<file path="src/rtl/irq_accept.sv">
module irq_accept #(
  parameter logic [5:0] OVF_NUM   = 6'd1,
  parameter logic [5:0] UNF_NUM   = 6'd2,
  parameter logic [3:0] STAT_ADDR = 4'd0,
  parameter logic [3:0] SAVE_ADDR = 4'd1,
  parameter logic [3:0] SET_ADDR  = 4'd8,
  parameter logic [3:0] CLR_ADDR  = 4'd9
) (
  input  logic        clk,
  input  logic        rst_n,
  input  logic        irq_req,
  input  logic [5:0]  irq_num,
  input  logic        trap_req,
  input  logic [5:0]  trap_num,
  input  logic        win_ovf,
  input  logic        win_unf,
  input  logic        ret_req,
  input  logic        ctl_wr,
  input  logic [3:0]  ctl_waddr,
  input  logic [15:0] ctl_wdata,
  input  logic [3:0]  ctl_raddr,
  output logic [15:0] ctl_rdata,
  output logic        take,
  output logic [5:0]  take_num,
  output logic [15:0] status
);

  localparam logic [15:0] RST_STAT = {1'b0, 6'h3F, 5'd0, 4'd0};

  logic [15:0] stat_q, save_q;
  logic        take_q;
  logic [5:0]  num_q, sel_num;

  wire       ie     = stat_q[15];
  wire [5:0] ipri   = stat_q[14:9];
  wire       ovf_ok = ie && win_ovf;
  wire       unf_ok = ie && win_unf;
  wire       ext_ok = ie && irq_req && (irq_num < ipri);
  wire       hit    = trap_req || ovf_ok || unf_ok || ext_ok;

  always_comb begin
    if (trap_req)    sel_num = trap_num;
    else if (ovf_ok) sel_num = OVF_NUM;
    else if (unf_ok) sel_num = UNF_NUM;
    else             sel_num = irq_num;
  end

  always_ff @(posedge clk or negedge rst_n) begin
    if (!rst_n) begin
      stat_q <= RST_STAT;
      save_q <= '0;
      take_q <= 1'b0;
      num_q  <= '0;
    end else begin
      take_q <= hit;
      if (hit) begin
        num_q  <= sel_num;
        save_q <= stat_q;
        stat_q <= {1'b0, stat_q[14:0]};
      end else if (ret_req) begin
        stat_q <= save_q;
      end else if (ctl_wr) begin
        if (ctl_waddr == STAT_ADDR)      stat_q     <= ctl_wdata;
        else if (ctl_waddr == SAVE_ADDR) save_q     <= ctl_wdata;
        else if (ctl_waddr == SET_ADDR)  stat_q[15] <= 1'b1;
        else if (ctl_waddr == CLR_ADDR)  stat_q[15] <= 1'b0;
      end
    end
  end

  assign ctl_rdata = (ctl_raddr == STAT_ADDR) ? stat_q :
                     (ctl_raddr == SAVE_ADDR) ? save_q : 16'd0;
  assign take      = take_q;
  assign take_num  = num_q;
  assign status    = stat_q;

endmodule


</file>
<file path="config.mk">
export PLATFORM = sky130hd
export DESIGN_NAME = irq_accept
export DESIGN_NICKNAME = d
export VERILOG_FILES = /design/src/rtl/irq_accept.sv
export SDC_FILE = /design/constraint.sdc
export NUM_CORES = 1
export LEC_CHECK = 0
export BUFFER_PORTS_ARGS = -buffer_cell sky130_fd_sc_hd__buf_2
export CAP_MARGIN = 10
export CORE_MARGIN = 2
export CORE_UTILIZATION = 40
export CTS_BUF_LIST = sky130_fd_sc_hd__clkbuf_8
export DETAILED_ROUTE_END_ITERATION = 10
export HOLD_SLACK_MARGIN = 0.05
export PLACE_DENSITY = 0.78
export SETUP_SLACK_MARGIN = 0.4
export SYNTH_ARGS = -nofsm -noshare
export SYNTH_HDL_FRONTEND = slang
export SYNTH_SLANG_ARGS = --single-unit
export TNS_END_PERCENT = 1
</file>
<file path="constraint.sdc">
create_clock -name clk -period 5.05 [get_ports clk]
set_input_delay 1.2625 -clock clk [delete_from_list [all_inputs] [get_ports clk]]
set_output_delay 1.2625 -clock clk [all_outputs]
set_load 0.1 [all_outputs]
</file>
# Word level (Yosys, flattened, before mapping)
# Index checks and enable logic that the tools add are counted.
# Widths: inputs -> output; s select.
[classes]
reduce_logical = 18
magnitude_cmp = 1
eq_ne = 7
n_bitwise = 1
n_mux = 18
[op_table]
columns = ["operator", "count"]
rows = [
  ["$mux 16", 10],
  ["$mux 6", 3],
  ["$mux 15", 1],
  ["$eq 4x1->1 const B", 2],
  ["$eq 4x4->1 const B", 2],
  ["$logic_not 4->1", 2],
  ["$reduce_bool 2->1", 4],
  ["$lt 6x6->1", 1],
  ["$reduce_and 3->1", 2],
  ["$reduce_bool 5->1", 1],
  ["$logic_and 1x1->1", 4],
  ["$mux 1", 4],
  ["$ne 4x4->1 const B", 1],
  ["$reduce_and 4->1", 1],
  ["$logic_or 1x1->1", 3],
  ["$reduce_bool 3->1", 1],
  ["$ne 2x1->1 const B", 1],
  ["$ne 2x2->1 const B", 1],
  ["$not 1->1", 1],
]
[totals]
input_bits = 44
reg_bits = 39
output_inout_bits = 39
wordCells = 50

# Longest topological paths before layout
[depth]
ltp_word = 8
ltp_mapped = 8
depth_no_buf = 7

# Worst setup path before layout
# Ideal clock, no wire load.
[synth_path]
path_type = "input port to output port"
startpoint = "input port ctl_raddr[3]"
endpoint = "output port ctl_rdata[10]"
required_time_ps = 3788
setup_slack_ps = 667
n_path_buf = 1
arrival_ps = 3120
path_stages = 3
cell_sequence = "nor4b_1 > clkbuf_1 > a22o_1"
[synth_via]
elab_chain_cells = 3
word_cells_on_any_way = 4
cone_classes = "eq/ne: 1; mux: 2; reduce/logical: 1"
[synth_rtl]
columns = ["item", "line_no", "source"]
rows = [
  ["from (decl)", "21", "input logic [3:0] ctl_raddr,"],
  ["$eq 4x1->1", "72", "(ctl_raddr == SAVE_ADDR) ? save_q : 16'd0;"],
  ["$mux 16", "72", ""],
  ["$mux 16 *", "71", "assign ctl_rdata = (ctl_raddr == STAT_ADDR) ? stat_q :"],
  ["to (decl)", "22", "output logic [15:0] ctl_rdata,"],
]
# Mark *: on every way between the ends. The rest lies on a longest branch, timed or not.

# Worst setup path after layout
[layout_path]
startpoint = "input port ctl_raddr[3]"
endpoint = "output port ctl_rdata[9]"
# The elaborated chain is that of the path after synthesis.

==> summary.md <==
| Metric | Value |
|---|---|
| Outcome | `completed` |
| PortBufs | `82` |
| Primary flip-flop cell chosen by synthesis mapping | `dfrtp_1` |
| Effective utilization at floorplan | `41.3%` |
| Number of global-route vias before repair | `1912` |
| Worst Hold Depth | `1` |
| Period utilisation layout | `75.5%` |
| Routed WL | `5870 um` |
| Critical setup path kind | `in -> out` |
| CP dominant cell by count | `buf_2` |
| Unrepaired setup endpoints after global routing | `false` |
| Routed wirelength normalized by instance count | `16.4 um` |
| Clock tree from TritonCTS | `built` |
| CP cell instances | `buf_2 > nor4b_2 > buf_4 > a22o_1 > buf_2` |
| Post-CTS resize count | `0` |
| Maximum net fanout on the critical path | `16` |
| Fin Clk Skew | `0.00689 ns` |
| TritonCTS buffer count | `5` |
| Chip height | `79.4 um` |
| Fillcell total | `528` |
| Die footprint | `0.00631 mm2` |
| Post-DP HPWL | `4150 um` |
| Top cell family by delay on the critical path | `buffers and inverters` |
| Number of nets in the layout | `334` |
| Cells after synthesis | `208` |
| Latest clock arrival within the worst-skew pair | `0.29 ns` |
| Number of antenna repair diodes | `0` |
| Peak Freq | `0.262 GHz` |
| Slew HR | `41.6%` |
| Number of buffers and inverters on the critical path | `3` |
| Drt pass-1 iters | `4` |
| Critical path capture point type | `output pin` |
| Post-route total power | `1.57 mW` |
| Asr flop ratio synth | `100%` |
| Stages on the worst setup path | `5` |
| Power Density | `551 mW/mm2` |
| DRC violations left | `0` |
| Critical path startpoint category | `input pin` |
| Count of hold-fix buffers inserted at cts | `0` |
| Post-synthesis to final-layout area growth | `24.9%` |
| Arrival time at the worst endpoint | `2.55 ns` |
| Largest net degree at the start of global routing | `44` |
| Max stage delay on crit path | `0.43 ns` |
| Final critical delay including setup and external delays | `3.81 ns` |
| Ys Warns | `0` |
| Number of cells on the worst reg-to-reg path | `7` |
| Leading cell type in the layout, fill and taps excluded | `buf_2` |
| Synth unique cells | `32` |
| Global placement routability congestion | `0.741` |
| Accumulated negative setup slack | `0 ns` |
| Per-instance average area after synthesis | `10.9 um2` |
| Worst VDD drop | `323 uV` |
| Number of DRC violations after detailed-routing iteration 0 | `72` |
| Worst Path Required | `3.79 ns` |
| Setup violations, final | `0` |
| Core Region | `0.00551 mm2` |
| Total count of hold-check failures in the final report | `0` |
| Number of clock sinks | `39` |
| Number of max-cap violations | `0` |
| Remaining global-route overflow | `0` |
| Number of routed nets with antenna violations | `0` |
| Total number of vias | `1991` |
| Tot GR Track Use | `19.2%` |
| Post-synth net total | `257` |
| Sequential element share of the synthesized area | `43.2%` |
| Number of flops mapped to enable cells by yosys | `0` |
| Post CTS Setup Buffer Count | `0` |
| Wire length of the first global-routing pass | `9410 um` |
| CTS max path bufs | `2` |
| Proportion of layout cells with a drive suffix above 1 | `39.2%` |
| Count of final max-slew check failures | `0` |
| Clock Root Buffer | `clkbuf_8` |
| Die extent in x | `79.4 um` |
| Std cell rows | `27` |
| Cell area after synthesis | `0.00228 mm2` |
| Critical path's slowest cell | `buf_2` |
| I/O pin count | `83` |
| Highest-count cells in the layout ignoring fill and taps | `82 x buf_2, 42 x mux2i_1, 33 x dfrtp_1, 25 x a21oi_1, 21 x a31oi_1` |
| Hold Crit Class | `reg -> reg` |
| Deepest level of the CTS H-tree | `2` |
| Avg Vias per Cell | `5.56` |
| Synthesis-stage register bit count | `39` |
| Actual slew at the worst max-slew pin | `0.876 ns` |
| Clk slew on worst S/H paths | `0.08 ns` |
| LEAKAGE | `1.48 nW` |
| Number of antenna violations at the first check in global routing | `0` |
-- routing by layer --
metal  part of all wire [%]  wire, um  track usage (%)
met3                    5.6       330             3.05
met2                     51      2980             32.3
met1                     43      2500             25.1
met5                      0         0                0
met4                    1.1        67             6.72
-- where the power goes --
group	switching (mW)	internal, mW
registers	0.0809	0.421
clock network	0.115	0.197
logic	0.593	0.162
total	0.788	0.779
-- final timing paths --
kind | startpoint | end | slack (ns)
min reg2reg | take_num[0]$_DFFE_PN0N_ | take_num[0]$_DFFE_PN0N_ | 0.51
min in group asynchronous | rst_n | status[8]$_DFFE_PN0P_ | 1.08
max | ctl_raddr[3] | ctl_rdata[9] | 1.24
max reg2reg | status[14]$_DFFE_PN1P_ | take_num[5]$_DFFE_PN0N_ | 2.37
min | take_num[0]$_DFFE_PN0N_ | take_num[0]$_DFFE_PN0N_ | 0.51
max in group asynchronous | rst_n | take_num[4]$_DFFE_PN0N_ | 3.42
-- sequential cells by signal, summed over array words and instances, names as in the netlist --
| name | cells |
|---|---|
| status | 16 |
| take_num | 6 |
| take | 1 |
| save_q | 16 |
-- logic make-up after synthesis --
group / share of synthesized area [%]
buf+inv: 6.54
fa+ha+maj: 2.75
flops: 43.2
simple gates: 4.45
mux: 20.9
compound gates: 22.1
-- area by class of cell --
| class | count | area (um2) | area share (%) |
|---|---|---|---|
| Timing Repair Buffer | 87 | 448 | 15.8 |
| Multi-Input combinational cell | 145 | 1160 | 40.8 |
| Tap cell | 72 | 90.1 | 3.17 |
| Clock inverter | 3 | 67.6 | 2.38 |
| Sequential cell | 39 | 983 | 34.6 |
| Clock buffer | 5 | 68.8 | 2.42 |
| Inverter | 7 | 26.3 | 0.924 |
-- synthesized netlist by cell type (2+ instances only) --
| master | count | share of area (%) |
|---|---|---|
| mux2i_1 | 42 | 18 |
| dfrtp_1 | 33 | 36 |
| a21oi_1 | 25 | 5.5 |
| a31oi_1 | 21 | 5.8 |
| a22o_1 | 20 | 7.7 |
| clkbuf_1 | 8 | 1.3 |
| inv_1 | 7 | 1.2 |
| dfstp_2 | 6 | 6.9 |
| nand2_1 | 6 | 0.99 |
| ha_1 | 5 | 2.7 |
| mux2_2 | 5 | 2.5 |
| buf_2 | 3 | 0.66 |
| buf_6 | 3 | 1.5 |
| nor2_1 | 3 | 0.49 |
| a211oi_1 | 2 | 0.66 |
| nor3_1 | 2 | 0.44 |
| o21a_1 | 2 | 0.66 |
-- metrics by stage --
stage	instances	instance area (um2)	setup WS (ns)	utilization, %	hold slack (ns)
2_1_floorplan	208	2280	0.667	-	0.523
3_3_place_gp	350	2710	1.27	49.1	0.489
4_1_cts	358	2840	1.24	51.6	0.515
5_1_grt	358	2840	1.17	51.6	0.528
3_5_place_dp	350	2710	1.24	49.1	0.496
6_report	358	2840	1.24	51.6	0.514
Note: power is estimated with default switching activity, not from simulation.
